<file path="src/rtl/dbn_pkg.sv">
package dbn_pkg;

   // Where the next filtered level comes from.
   typedef enum logic [1:0] {
      SRC_HOLD   = 2'd0,
      SRC_PRIME  = 2'd1,
      SRC_BYPASS = 2'd2,
      SRC_SETTLE = 2'd3
   } dbn_src_e;

   // The counter must reach 2^max_exp.
   function automatic int unsigned cnt_width(input int unsigned max_exp);
      return max_exp + 1;
   endfunction

endpackage

</file>
<file path="src/rtl/dbn_field_decode.sv">
module dbn_field_decode #(
   parameter int unsigned FIELD_W = 4,
   parameter int unsigned MAX_EXP = 7,
   localparam int unsigned EXP_W = FIELD_W - 1
) (
   input  logic [FIELD_W-1:0] field_i,
   output logic               en_o,
   output logic [EXP_W-1:0]   exp_o
);

   localparam int unsigned CODE_TOP = (1 << EXP_W) - 1;

   logic [EXP_W-1:0] raw_exp;

   assign en_o    = field_i[FIELD_W-1];
   assign raw_exp = field_i[EXP_W-1:0];

   generate
      if (FIELD_W < 2) begin : g_bad_field
         $error("dbn_field_decode: FIELD_W must be at least 2");
      end
      if (CODE_TOP > MAX_EXP) begin : g_sat
         // Codes above the limit saturate.
         assign exp_o = (raw_exp > EXP_W'(MAX_EXP)) ? EXP_W'(MAX_EXP) : raw_exp;
      end else begin : g_pass
         assign exp_o = raw_exp;
      end
   endgenerate

endmodule

</file>
<file path="src/rtl/dbn_stable_cnt.sv">
module dbn_stable_cnt #(
   parameter int unsigned EXP_W = 3,
   parameter int unsigned CNT_W = 8
) (
   input  logic             clk_i,
   input  logic             rst_ni,
   input  logic             clear_i,
   input  logic             step_i,
   input  logic [EXP_W-1:0] exp_i,
   output logic             hit_o
);

   logic [CNT_W-1:0] cnt_q;
   logic [CNT_W-1:0] cnt_inc;
   logic [CNT_W-1:0] target;

   assign target  = CNT_W'(1) << exp_i;
   assign cnt_inc = cnt_q + CNT_W'(1);
   assign hit_o   = step_i & ~clear_i & (cnt_inc == target);

   always_ff @(posedge clk_i or negedge rst_ni) begin
      if (!rst_ni) begin
         cnt_q <= '0;
      end else if (clear_i) begin
         cnt_q <= '0;
      end else if (step_i) begin
         cnt_q <= hit_o ? '0 : cnt_inc;
      end
   end

endmodule

</file>
<file path="src/rtl/pow2_debounce.sv">
module pow2_debounce #(
   parameter int unsigned FIELD_W = 4,
   parameter int unsigned MAX_EXP = 7
) (
   input  logic               clk_i,
   input  logic               rst_ni,
   input  logic               raw_i,
   input  logic               tick_i,
   input  logic [FIELD_W-1:0] dbc_field_i,
   output logic               filt_o,
   output logic               chg_o
);

   import dbn_pkg::*;

   localparam int unsigned EXP_W = FIELD_W - 1;
   localparam int unsigned CNT_W = cnt_width(MAX_EXP);

   generate
      if (MAX_EXP > 24) begin : g_bad_exp
         $error("pow2_debounce: MAX_EXP above 24 is not supported");
      end
   endgenerate

   logic             en;
   logic [EXP_W-1:0] exp_w;
   logic             prev_q;
   logic [EXP_W-1:0] code_q;
   logic             primed_q;
   logic             out_q;
   logic             chg_q;
   logic             clear;
   logic             hit;
   dbn_src_e         src;

   dbn_field_decode #(
      .FIELD_W (FIELD_W),
      .MAX_EXP (MAX_EXP)
   ) u_decode (
      .field_i (dbc_field_i),
      .en_o    (en),
      .exp_o   (exp_w)
   );

   // Restart on: bypass, first cycle, raw change, exponent change, or no pending change.
   assign clear = ~en | ~primed_q | (raw_i != prev_q) | (exp_w != code_q) | (raw_i == out_q);

   dbn_stable_cnt #(
      .EXP_W (EXP_W),
      .CNT_W (CNT_W)
   ) u_cnt (
      .clk_i   (clk_i),
      .rst_ni  (rst_ni),
      .clear_i (clear),
      .step_i  (tick_i),
      .exp_i   (exp_w),
      .hit_o   (hit)
   );

   always_comb begin
      if (!primed_q)  src = SRC_PRIME;
      else if (!en)   src = SRC_BYPASS;
      else if (hit)   src = SRC_SETTLE;
      else            src = SRC_HOLD;
   end

   always_ff @(posedge clk_i or negedge rst_ni) begin
      if (!rst_ni) begin
         prev_q   <= 1'b0;
         code_q   <= '0;
         primed_q <= 1'b0;
         out_q    <= 1'b0;
         chg_q    <= 1'b0;
      end else begin
         prev_q   <= raw_i;
         code_q   <= exp_w;
         primed_q <= 1'b1;
         unique case (src)
            SRC_PRIME: begin
               out_q <= raw_i;
               chg_q <= 1'b0;
            end
            SRC_BYPASS: begin
               out_q <= raw_i;
               chg_q <= (raw_i != out_q);
            end
            SRC_SETTLE: begin
               out_q <= raw_i;
               chg_q <= 1'b1;
            end
            default: begin
               chg_q <= 1'b0;
            end
         endcase
      end
   end

   assign filt_o = out_q;
   assign chg_o  = chg_q;

endmodule

</file>
<file path="config.mk">
export PLATFORM = sky130hd
export DESIGN_NAME = pow2_debounce
export DESIGN_NICKNAME = d
export VERILOG_FILES = /design/src/rtl/dbn_pkg.sv /design/src/rtl/dbn_field_decode.sv /design/src/rtl/dbn_stable_cnt.sv /design/src/rtl/pow2_debounce.sv
export SDC_FILE = /design/constraint.sdc
export NUM_CORES = 1
export LEC_CHECK = 0
export BUFFER_PORTS_ARGS = -buffer_cell sky130_fd_sc_hd__buf_2
export CAP_MARGIN = 20
export CORE_MARGIN = 2
export CORE_UTILIZATION = 35
export CTS_BUF_LIST = sky130_fd_sc_hd__clkbuf_8
export CTS_CLUSTER_SIZE = 14
export DETAILED_ROUTE_END_ITERATION = 10
export SLEW_MARGIN = 15
export SYNTH_ARGS = -nofsm -noshare
export SYNTH_HDL_FRONTEND = slang
export SYNTH_SLANG_ARGS = --single-unit
</file>
<file path="constraint.sdc">
create_clock -name clk_i -period 3.1 [get_ports clk_i]
set_input_delay 0.155 -clock clk_i [delete_from_list [all_inputs] [get_ports clk_i]]
set_output_delay 0.155 -clock clk_i [all_outputs]
set_load 0.05 [all_outputs]
</file>
# ---- After elaboration in Yosys (flattened, before gate mapping)
# Cells that the tools add are included.
dict set report totals {
  inputBits 8
  elab_cells 34
  regBits 15
  out_inout_bits 2
}
dict set report classes {
  n_reduce_logical 2
  n_mux 7
  bitwise 9
  n_eq_ne 8
  add_sub_neg 1
  shift 1
}
# cell n
set op_table {}
lappend op_table {{2-to-1 mux 8 bit} 3}
lappend op_table {{adder 8 x 1 -> 8 bit (second input constant)} 1}
lappend op_table {{== test 8 bit} 1}
lappend op_table {{left shift 1 x 3 -> 8 bit (first input constant)} 1}
lappend op_table {{2-to-1 mux 2 bit} 3}
lappend op_table {{== test 2 bit (second input constant)} 2}
lappend op_table {{OR 1 bit} 4}
lappend op_table {{!= test 3 bit} 1}
lappend op_table {{NOT 1 bit} 3}
lappend op_table {{OR reduction 3 bit} 1}
lappend op_table {{AND 1 bit} 2}
lappend op_table {{== test 2 x 1 -> 1 bit (second input constant)} 1}
lappend op_table {{!= test 1 bit} 2}
lappend op_table {{one-hot mux 1 bit (2 select lines)} 1}
lappend op_table {{nonzero test 2 bit} 1}
lappend op_table {{== test 1 bit} 1}

# ---- Logic depth before layout (Yosys ltp)
# Gate-level depths: netlist (run 1).
dict set report depth {
  ltp_word 13
  depth_mapped 8
  depth_no_buf 8
}

# ---- Cells and area by module
# Synthesis (run 1) repeated with hierarchy kept, for this count alone.
dict set report hier_totals {
  hier_cells 142
  hier_area_um2 1326.3
}
# mod cells_each area_per_inst_um2 instances
set by_module_without_submodules {}
lappend by_module_without_submodules {dbn_stable_cnt 116 1018.5 1}
lappend by_module_without_submodules {pow2_debounce 22 277.8 1}
lappend by_module_without_submodules {dbn_field_decode 4 30.0 1}

# ---- Worst setup path before layout (run 1)
# No wires, ideal clock.
dict set report synth_timing {
  path_kind {register -> register}
  startpoint {register u_cnt.cnt_q[0]}
  endpoint {register out_q (netlist: filt_o)}
  path_slack_ns 0.622
  setup_ns 0.125
  synth_period_minus_slack_ns 2.478
  required_time_ns 2.975
  path_stages_with_launch 8
  arrival_time_ns 2.353
  path_buffers 0
  cell_sequence {dfrtp_1 > ha_1 > or3_1 > a31o_2 > nor4_1 > nand2_2 > o311ai_4 > mux2_4}
}
dict set report synth_between {
  elab_chain_len 8
  word_cells_on_any_way 10
  cone_classes {1 x add/sub; 4 x eq/ne; 3 x mux; 1 x bitwise; 1 x reduce/logical}
}
# element line_no
set synth_rtl {}
lappend synth_rtl {{start: declaration} dbn_stable_cnt.sv:13} ;# logic [CNT_W-1:0] cnt_q;
lappend synth_rtl {{start signal: assignment} dbn_stable_cnt.sv:27} ;# cnt_q <= hit_o ? '0 : cnt_inc;
lappend synth_rtl {{adder 8 x 1 -> 8 bit *} dbn_stable_cnt.sv:18} ;# assign cnt_inc = cnt_q + CNT_W'(1);
lappend synth_rtl {{== test 8 bit *} dbn_stable_cnt.sv:19} ;# assign hit_o = step_i & ~clear_i & (cnt_inc == target);
lappend synth_rtl {{AND 1 bit *} dbn_stable_cnt.sv:19}
lappend synth_rtl {{2-to-1 mux 2 bit *} pow2_debounce.sv:63} ;# else if (hit) src = SRC_SETTLE;
lappend synth_rtl {{2-to-1 mux 2 bit *} pow2_debounce.sv:62} ;# else if (!en) src = SRC_BYPASS;
lappend synth_rtl {{2-to-1 mux 2 bit *} pow2_debounce.sv:61} ;# if (!primed_q) src = SRC_PRIME;
lappend synth_rtl {{== test 2 bit / == test 2 x 1 -> 1 bit (equally long branches)} pow2_debounce.sv:78} ;# unique case (src)
lappend synth_rtl {{OR reduction 3 bit (no line) *} --}
lappend synth_rtl {{end signal: assignment} pow2_debounce.sv:80} ;# out_q <= raw_i;
lappend synth_rtl {{end signal: assignment} pow2_debounce.sv:84} ;# out_q <= raw_i;
lappend synth_rtl {{end signal: assignment} pow2_debounce.sv:88} ;# out_q <= raw_i;
lappend synth_rtl {{end: declaration} pow2_debounce.sv:30} ;# logic out_q;
# Mark *: on every way between the ends. The rest lies on a longest branch, timed or not.
# A chain may end at the register's enable or synchronous reset.

# ---- Worst setup path after layout (run 1)
# Same ends and word-level chain as after synthesis.

==> impl_metrics.env, run 1 <==
export IMPL_fill_cells=341
export IMPL_syn_nets=140
export IMPL_io_buffer_count=9
export IMPL_critPathMaxFanout=9
export IMPL_nets=147
export IMPL_ys_types=48
export IMPL_avgSynthCellArea_um2=8.940
export IMPL_ys_top_cells_by_area="dfrtp_1 (32%), nand2_1 (6.4%), o221ai_1 (3.7%)"
export IMPL_synth_common_cells="nand2_1 (20), dfrtp_1 (15), nor2_1 (10)"
export IMPL_synth_most_common_cell="nand2_1"
export IMPL_dr_pass1_iters=4
export IMPL_drc=0
export IMPL_p_leak_nw=0.5320
export IMPL_antenna_found_initial=0
export IMPL_worstSetupStartpointType="register"
export IMPL_clkSlewWorstSetupHoldPaths_ns=0.06
export IMPL_numCtsBuffers=3
export IMPL_seqCellArea_um2=375.4
export IMPL_cts_root_buf="clkbuf_8"
export IMPL_die_y_um=61.85
export IMPL_wire_per_inst_um=13.32
export IMPL_clk_latency_ns=0.24
export IMPL_finalCriticalPeriod_ns=2.662
export IMPL_min_path_type="input port to register"
export IMPL_critPathArrivalTime_ns=2.79
export IMPL_synth_top_area_share_pct=32.05
export IMPL_rsz0062_at_grt="false"
export IMPL_hold_viol=0
export IMPL_rows=21
export IMPL_multiInputGateArea_um2=724.4
export IMPL_grt_pass1_wl_um=4340
export IMPL_async_reset_ff_share_pct=100.0
export IMPL_gp_congestion=0.8367
export IMPL_slew_headroom_pct=58.49
export IMPL_cp_required_ns=3.23
export IMPL_fin_tns_setup_ns=0
export IMPL_fin_cells=183
export IMPL_die_width_um=61.85
export IMPL_vias_per_cell=5.295
export IMPL_routed_wl_um=2438
export IMPL_syn2layout_area_growth_pct=8.013
export IMPL_dieArea_mm2=0.003825
export IMPL_finalMaxSlewViolations=0
export IMPL_fin_area_mm2=0.001265
export IMPL_core_area_mm2=0.003284
export IMPL_clock_path_buffers=2
export IMPL_vdd_ir_drop_worst_mv=0.2025
export IMPL_drive_gt1_share_pct=18.25
export IMPL_path_cells="ha_1, or3_1, a31o_2, nor4_1, nand2_2, o311ai_4, mux2_4"
export IMPL_critPathSlowestCell="dfrtp_1"
export IMPL_grt_pass1_vias=948
export IMPL_yosysSeqAreaShare_pct=32.05
export IMPL_yosysWarnings=0
export IMPL_io_pins=10
export IMPL_grt_max_degree=16
export IMPL_setup_violations=0
export IMPL_powerDensity_mw_per_mm2=325.5
export IMPL_synth_seq_cells=15
export IMPL_cts_tree="done"
export IMPL_synth_top_area_cell="dfrtp_1"
export IMPL_fin_skew_ns=0.001926
export IMPL_status="completed"
export IMPL_fmax_ghz=0.3756
export IMPL_tightest_slew_ns=0.6214
export IMPL_ys_flop_type="dfrtp_1"
export IMPL_initial_utilization_pct=35.66
export IMPL_drtAntennaViolNets=0
export IMPL_globalRouteTotalUtil_pct=15.21
export IMPL_finalCritPeriodShare_pct=85.89
export IMPL_cts_htree_levels=1
export IMPL_numClockSinks=15
export IMPL_dp_cells=178
export IMPL_drt_iter0_markers=31
export IMPL_synth_edff_count=0
export IMPL_synthesis_area_mm2=0.001171
export IMPL_end_kind="register"
export IMPL_place_area_mm2=0.001210
export IMPL_crit_type="register to register"
export IMPL_hpwl_um=1810
export IMPL_max_cap_violations=0
export IMPL_synth_cells=131
export IMPL_grt_ovfl_total=0
export IMPL_hold_ws_ns=0.09094
export IMPL_vias=969
export IMPL_antenna_cells=0
export IMPL_cpPeakStageDelay_ns=0.46
-- through the flow --
stage | utilization [%] | setup WS (ns) | total power (W)
global route | 38.51 | 0.1457 | 0.0004370
finish | 38.51 | 0.4376 | 0.0004118
CTS | 38.51 | 0.4461 | 0.0004176
floorplan | - | 0.6217 | 0.0002483
global placement | 36.84 | 0.4814 | 0.0002635
detailed placement | 36.84 | 0.4612 | 0.0002643
-- cell type report --
cell class / instances / share of cell area [%]
Inverter: 2 / 0.5935
Timing Repair Buffer: 10 / 4.352
Multi-Input combinational cell: 106 / 57.27
Tap cell: 46 / 4.550
Sequential cell: 15 / 29.67
Clock buffer: 3 / 3.264
Clock inverter: 1 / 0.2967
-- worst max-delay path: cells and delay by family, from the launching register on --
kind / cells / cell delay [ns]
simple gates: 3 / 0.89
compound gates: 2 / 0.52
flops: 1 / 0.46
fa+ha+maj: 1 / 0.36
mux: 1 / 0.32
-- logic make-up (layout without fill, tap and decap cells) --
family / Yosys count / after routing / synth area share (%)
other: 1 / 1 / 0.3202
adders and majority gates: 1 / 1 / 1.068
xor gates and xnor gates: 6 / 6 / 4.488
DFF: 15 / 15 / 32.05
muxes: 3 / 3 / 3.205
AOI/OAI and AO/OA: 27 / 27 / 20.62
and+or+nand+nor: 68 / 68 / 32.16
buffers and inverters: 10 / 16 / 6.089
-- power breakdown --
part           switching [W]   total, W  internal [W]  leakage [nW]
registers         0.00000385   0.000205      0.000201         0.195
clock network      0.0000626   0.000150     0.0000875        0.0269
logic              0.0000358  0.0000566     0.0000209         0.310
-- sequential cells by signal, indices dropped and copies added (netlist names) --
register and flops:
primed_q 1, filt_o 1, prev_q 1, chg_o 1, u_cnt.cnt_q 8, code_q 3
-- worst paths after layout --
| kind | start | to | slack (ns) | cells after the start |
|---|---|---|---|---|
| setup / recovery | u_cnt.cnt_q[0] | filt_o | 0.44 | 7 |
| hold reg to reg | primed_q | chg_o | 0.58 | 1 |
| setup reg to reg | u_cnt.cnt_q[0] | filt_o | 0.44 | 7 |
| min in group asynchronous | rst_ni | code_q[0] | 0.34 | 2 |
| hold / removal | raw_i | prev_q | 0.09 | 1 |
| max in group asynchronous | rst_ni | u_cnt.cnt_q[1] | 2.51 | 2 |
-- repair_timing --
| item | 4_1_cts | 5_1_grt |
|---|---|---|
| hold endpoints to repair | 15 | 0 |
| hold buffers | 1 | 0 |
| setup buffers | 0 | 0 |
| gates resized for setup | 0 | 0 |
-- layer usage --
layer	vias up	wire length, µm	GRT usage (%)
li1	487	-	-
met4	0	19	3.647
met1	461	1142	20.61
met3	2	71	3.106
met2	19	1204	24.96
met5	-	0	0
-- cells in the final DEF (no fill, tap or decap), types with 2 or more instances in the layout --
cell type	instances
a211oi_1	2
a21oi_1	3
and2_1	6
buf_2	9
clkbuf_8	3
dfrtp_1	15
inv_1	3
mux2_2	2
nand2_1	20
nand2_2	2
nand3_1	6
nand4_1	2
nor2_1	10
nor2b_1	3
nor3_1	3
nor4_1	4
o21a_1	2
o21ai_0	3
o221ai_1	5
o31ai_1	2
or3_1	2
xnor2_1	3
xor2_1	3
No activity file was read; power rests on OpenSTA's default activity.
==> run 2: changes to the inputs <==
--- a/config.mk
+++ b/config.mk
@@ -15,4 +15,5 @@
 export SLEW_MARGIN = 15
 export SYNTH_ARGS = -nofsm -noshare
 export SYNTH_HDL_FRONTEND = slang
+export SYNTH_HIERARCHICAL = 1
 export SYNTH_SLANG_ARGS = --single-unit
==> run 2 against run 1 <==
Effect of this change: synthesized area rose by 13%; critical endpoint unchanged; highest routed layer unchanged; sequential cell count did not move; final cell count rose by 4.9%; clock skew fell by 0.00090 ns; clock-buffer cell count did not move; total power rose by 4.7%; sequential power barely moved; utilization fell by 1.6 points; critical path type unchanged; die area rose by 12%.
==> impl_metrics.env, run 2 <==
export IMPL_status="completed"
export IMPL_gp_congestion=0.8919
export IMPL_core_area_mm2=0.003661
export IMPL_p_comb_share_pct=15.3
export IMPL_numCtsBuffers=3
export IMPL_avgSynthCellArea_um2=9.340
export IMPL_numClockSinks=15
export IMPL_seqCellArea_um2=375.4
export IMPL_synth_cells=142
export IMPL_p_sw_w=0.0001161
export IMPL_clk_latency_ns=0.25
export IMPL_yosysSeqAreaShare_pct=28.30
export IMPL_hold_viol=0
export IMPL_antenna_cells=0
export IMPL_io_buffer_count=9
export IMPL_max_cap_violations=0
export IMPL_dieArea_mm2=0.004297
export IMPL_multiInputGateArea_um2=788.3
export IMPL_p_clk_share_pct=37.3
export IMPL_min_path_type="input port to register"
export IMPL_top_regs="u_cnt/cnt_q: 8 flops, code_q: 3 flops"
export IMPL_synth_common_cells="dfrtp_1 (15), a21oi_1 (11), nand2_1 (8), nor2_1 (8)"
export IMPL_drive_gt1_share_pct=22.92
export IMPL_crit_type="register to register"
export IMPL_async_reset_ff_share_pct=100.0
export IMPL_finalCriticalPeriod_ns=2.824
export IMPL_drc=0
export IMPL_critPathArrivalTime_ns=2.96
export IMPL_antenna_found_initial=0
export IMPL_cts_tree="done"
export IMPL_clkSlewWorstSetupHoldPaths_ns=0.06
export IMPL_drt_iter0_markers=47
export IMPL_power_frac_seq_pct=47.4
export IMPL_synth_edff_count=0
export IMPL_finalCritPeriodShare_pct=91.09
export IMPL_drtAntennaViolNets=0
export IMPL_largest_register_ffs=8
export IMPL_syn2layout_area_growth_pct=1.887
export IMPL_vias=1105
export IMPL_globalRouteTotalUtil_pct=14.45
export IMPL_grt_pass1_wl_um=4850
export IMPL_cts_root_buf="clkbuf_8"
export IMPL_rows=22
export IMPL_routed_wl_um=2790
export IMPL_mostFrequentLayoutCells="dfrtp_1 (15), a21oi_1 (11), buf_2 (9)"
export IMPL_ys_top_cells_by_area="dfrtp_1 (28%), a41o_1 (5.3%), or2b_2 (4.6%)"
export IMPL_finalMaxSlewViolations=0
export IMPL_worstSetupStartpointType="register"
export IMPL_die_width_um=65.56
export IMPL_cts_htree_levels=1
export IMPL_vdd_ir_drop_worst_mv=0.2446
export IMPL_fin_skew_ns=0.001031
export IMPL_yosysWarnings=6
export IMPL_synth_most_common_cell="dfrtp_1"
export IMPL_fmax_ghz=0.3541
export IMPL_end_kind="register"
export IMPL_dr_pass1_iters=4
export IMPL_grt_pass1_vias=1053
export IMPL_cp_required_ns=3.24
export IMPL_p_leak_nw=0.4890
export IMPL_powerDensity_mw_per_mm2=319.0
export IMPL_setup_violations=0
export IMPL_rsz0062_at_grt="false"
export IMPL_internal_power_w=0.0003149
export IMPL_critPathMaxFanout=10
export IMPL_top_register="u_cnt/cnt_q"
export IMPL_synth_top_area_share_pct=28.30
export IMPL_clock_path_buffers=2
export IMPL_fin_tns_setup_ns=0
export IMPL_syn_nets=151
export IMPL_ys_flop_type="dfrtp_1"
export IMPL_ys_types=51
export IMPL_mostFrequentLayoutCell="dfrtp_1"
export IMPL_vias_per_cell=5.755
export IMPL_grt_max_degree=16
export IMPL_synthesis_area_mm2=0.001326
export IMPL_initial_utilization_pct=36.23
export IMPL_io_pins=10
export IMPL_hpwl_um=2042
export IMPL_switching_share_pct=26.93
export IMPL_wire_per_inst_um=14.53
export IMPL_grt_ovfl_total=0
export IMPL_nets=154
export IMPL_fill_cells=371
export IMPL_final_core_util_pct=36.91
export IMPL_synth_seq_cells=15
export IMPL_die_y_um=65.56
export IMPL_synth_top_area_cell="dfrtp_1"
run 2: timing repair:
| item | 4_1_cts | 5_1_grt |
|---|---|---|
| endpoints found under the hold margin | 15 | 0 |
| buffers inserted | 0 | 0 |
| hold buffers | 1 | 0 |
| resized for setup | 0 | 0 |
run 2: stage by stage:
stage	setup WS, ns	cells	power, W	area (µm²)	hold slack, ns
2_1_floorplan	0.6459	142	0.0002634	1326	-0.1406
3_3_place_gp	0.4328	187	0.0002702	1295	0.07297
5_1_grt	0.05103	192	0.0004473	1351	0.06905
6_report	0.2762	192	0.0004310	1351	0.06326
4_1_cts	0.2919	192	0.0004353	1351	0.06091
3_5_place_dp	0.3111	187	0.0002719	1295	0.08395
run 2: critical path: stages (launching register included):
cell and delay, ns:
dfrtp_1 0.48, ha_1 0.33, nand2_1 0.18, o21a_1 0.23
nor4_1 0.40, or3b_1 0.36, nor3b_1 0.26, nand3b_1 0.16
mux2_4 0.30
run 2: cell type report:
class | count | share of cell area, %
Clock buffer | 3 | 3.056
Clock inverter | 1 | 0.3704
Inverter | 3 | 0.8333
Multi-Input combinational cell | 110 | 58.33
Sequential cell | 15 | 27.78
Tap cell | 48 | 4.444
Timing Repair Buffer | 12 | 5.185
run 2: power by group through the flow:
stage	Clock, W	Sequential (W)	Combinational, W
after global placement	0	0.000208	0.0000626
after CTS	0.000166	0.000204	0.0000655
after floorplan	0	0.000214	0.0000495
final	0.000161	0.000204	0.0000658
after detailed placement	0	0.000208	0.0000641
after global routing	0.000171	0.000205	0.0000718
run 2: final timing paths:
check | startpoint | cells past startpoint | slack, ns | to
worst max-delay path | u_cnt/cnt_q[0] | 8 | 0.28 | filt_o
worst min-delay path | raw_i | 1 | 0.06 | prev_q
worst max register to register | u_cnt/cnt_q[0] | 8 | 0.28 | filt_o
worst min register to register | primed_q | 2 | 0.58 | chg_o
max in group asynchronous | rst_ni | 2 | 2.47 | u_cnt/cnt_q[0]
min in group asynchronous | rst_ni | 2 | 0.38 | chg_o
run 2: logic make-up after synthesis:
family | after synthesis | synth area share [%]
and+or+nand+nor | 63 | 32.27
AOI/OAI and AO/OA | 35 | 18.49
buffers and inverters | 17 | 12.26
DFF | 15 | 28.30
xor gates and xnor gates | 6 | 3.962
muxes | 4 | 3.490
adders and majority gates | 1 | 0.9432
other | 1 | 0.2827
run 2: layer usage:
layer	global-route usage, %	part of all wire [%]
met5	0	0
met4	6.250	1.5
met3	1.541	3.3
met2	25.13	49
met1	17.99	46
==> run 3: changes to the inputs <==
--- a/config.mk
+++ b/config.mk
@@ -7,7 +7,6 @@
 export LEC_CHECK = 0
 export BUFFER_PORTS_ARGS = -buffer_cell sky130_fd_sc_hd__buf_2
 export CAP_MARGIN = 20
-export CORE_MARGIN = 2
 export CORE_UTILIZATION = 35
 export CTS_BUF_LIST = sky130_fd_sc_hd__clkbuf_8
 export CTS_CLUSTER_SIZE = 14
==> run 3 against run 2 <==
Effect of this change: final cell count fell by 1.0%; clock-buffer cell count is the same; global-route usage increased by 0.56 points; design area down 0.19%; worst hold slack improved by 0.0036 ns; largest power group unchanged; highest routed layer unchanged; sequential power about the same; non-clock buffer count did not move.
==> impl_metrics.env, run 3 (synthesized netlist as in run 2, its figures left out) <==
export IMPL_status="completed"
export IMPL_setup_violations=0
export IMPL_critPathMaxFanout=10
export IMPL_fin_skew_ns=0.002036
export IMPL_p_comb_share_pct=15.3
export IMPL_p_sw_w=0.0001146
export IMPL_die_width_um=63.56
export IMPL_path_delay_family="simple AND/OR/NAND/NOR gates"
export IMPL_routed_top_layer="met4"
export IMPL_cts_hold_buffers=1
export IMPL_cts_tree="done"
export IMPL_nets=154
export IMPL_end_kind="register"
export IMPL_finalCritPeriodShare_pct=90.03
export IMPL_wl_met1_um=1412
export IMPL_min_path_type="input port to register"
export IMPL_hold_viol=0
export IMPL_vias_per_cell=5.753
export IMPL_p_clk_share_pct=37.1
export IMPL_antenna_found_initial=0
export IMPL_drt_iter0_markers=30
export IMPL_finalMaxSlewViolations=0
export IMPL_core_area_mm2=0.003468
export IMPL_syn2layout_area_growth_pct=1.698
export IMPL_mostFrequentLayoutCell="dfrtp_1"
export IMPL_top_register="u_cnt/cnt_q"
export IMPL_routed_wl_um=2793
export IMPL_dieArea_mm2=0.004039
export IMPL_fill_cells=356
export IMPL_wl_met2_um=1234
export IMPL_grt_pass1_wl_um=4823
export IMPL_io_buffer_count=9
export IMPL_antenna_cells=0
export IMPL_final_core_util_pct=38.89
export IMPL_drtAntennaViolNets=0
export IMPL_io_pins=10
export IMPL_cp_required_ns=3.24
export IMPL_crit_type="register to register"
export IMPL_globalRouteTotalUtil_pct=15.00
export IMPL_vdd_ir_drop_worst_mv=0.3021
export IMPL_wl_met3_um=117
export IMPL_max_cap_violations=0
export IMPL_setup_slack_ns=0.3090
export IMPL_largest_register_ffs=8
export IMPL_hpwl_um=2022
export IMPL_path_cells="ha_1, nand2_1, o21a_1, nor4_1, or3b_1, nor3b_1, nand3b_1, mux2_4"
export IMPL_numClockSinks=15
export IMPL_top_regs="u_cnt/cnt_q: 8 flops, code_q: 3 flops"
export IMPL_cts_root_buf="clkbuf_8"
export IMPL_initial_utilization_pct=38.24
export IMPL_cp_num_buf_inv=0
export IMPL_finalCriticalPeriod_ns=2.791
export IMPL_clkSlewWorstSetupHoldPaths_ns=0.06
export IMPL_p_leak_nw=0.4890
export IMPL_grt_pass1_vias=1056
export IMPL_fmax_ghz=0.3583
export IMPL_vias=1093
export IMPL_cts_setup_buffers=0
export IMPL_drc=0
export IMPL_powerDensity_mw_per_mm2=318.4
export IMPL_cts_resized=0
export IMPL_dr_pass1_iters=5
export IMPL_clock_path_buffers=2
export IMPL_mostFrequentLayoutCells="dfrtp_1 (15), a21oi_1 (11), buf_2 (9)"
export IMPL_worstSetupStartpointType="register"
export IMPL_rsz0062_at_grt="false"
export IMPL_numCtsBuffers=3
export IMPL_internal_power_w=0.0003148
export IMPL_die_y_um=63.56
export IMPL_gp_congestion=0.9151
export IMPL_drive_gt1_share_pct=22.92
export IMPL_power_frac_seq_pct=47.6
export IMPL_clk_latency_ns=0.25
export IMPL_critPathArrivalTime_ns=2.93
export IMPL_grt_ovfl_total=0
export IMPL_switching_share_pct=26.69
export IMPL_cpPeakStageDelay_ns=0.50
export IMPL_grt_max_degree=16
export IMPL_place_ws_ns=0.3631
export IMPL_fin_tns_setup_ns=0
export IMPL_critPathSlowestCell="dfrtp_1"
export IMPL_wire_per_inst_um=14.70
export IMPL_cts_htree_levels=1
export IMPL_rows=21
run 3: cell counts in the layout (fill, tap and decap cells not counted):
No cell type changed its count.
run 3: cell type report:
type	count	area [µm²]	area share, %
clock inverter	1	5.005	0.3711
multi-input combinational	110	788.3	58.44
inverter	3	11.26	0.8349
sequential	15	375.4	27.83
clock buffer	3	41.29	3.061
timing repair buffer	12	70.07	5.195
tap	46	57.56	4.267
run 3: power by group through the flow:
| stage | clock [W] | sequential, W | combinational, W |
|---|---|---|---|
| 2_1_floorplan | 0 | 0.000214 | 0.0000495 |
| 3_3_place_gp | 0 | 0.000208 | 0.0000625 |
| 3_5_place_dp | 0 | 0.000208 | 0.0000639 |
| 4_1_cts | 0.000165 | 0.000204 | 0.0000654 |
| 5_1_grt | 0.000173 | 0.000205 | 0.0000710 |
| 6_report | 0.000160 | 0.000204 | 0.0000655 |
run 3: path summary, 6_finish.rpt:
check	from	end	slack [ns]	cells after the start
max	u_cnt/cnt_q[0]	filt_o	0.31	8
min	raw_i	prev_q	0.07	1
max reg2reg	u_cnt/cnt_q[0]	filt_o	0.31	8
min reg2reg	primed_q	chg_o	0.56	2
max in group asynchronous	rst_ni	u_cnt/cnt_q[7]	2.51	2
min in group asynchronous	rst_ni	primed_q	0.34	2
run 3: worst reg2reg max path: stages, from the launching register on:
cell      delay, ns
dfrtp_1        0.50
ha_1           0.34
nand2_1        0.17
o21a_1         0.23
nor4_1         0.34
or3b_1         0.34
nor3b_1        0.29
nand3b_1       0.17
mux2_4         0.30
run 3: routing by layer:
metal  global-route usage [%]  up-vias
met5                        0        -
met2                    23.14       38
met4                    8.239        0
met1                    20.49      520
met3                    1.268        4
li1                         -      531
run 3: metrics by stage:
| stage | hold WS (ns) | area (µm²) | power (W) | instances |
|---|---|---|---|---|
| after floorplan | -0.1406 | 1326 | 0.0002634 | 142 |
| after global routing | 0.06854 | 1349 | 0.0004485 | 190 |
| after CTS | 0.06030 | 1349 | 0.0004344 | 190 |
| after global placement | 0.07174 | 1292 | 0.0002703 | 185 |
| after detailed placement | 0.07827 | 1292 | 0.0002716 | 185 |
| final | 0.06689 | 1349 | 0.0004295 | 190 |
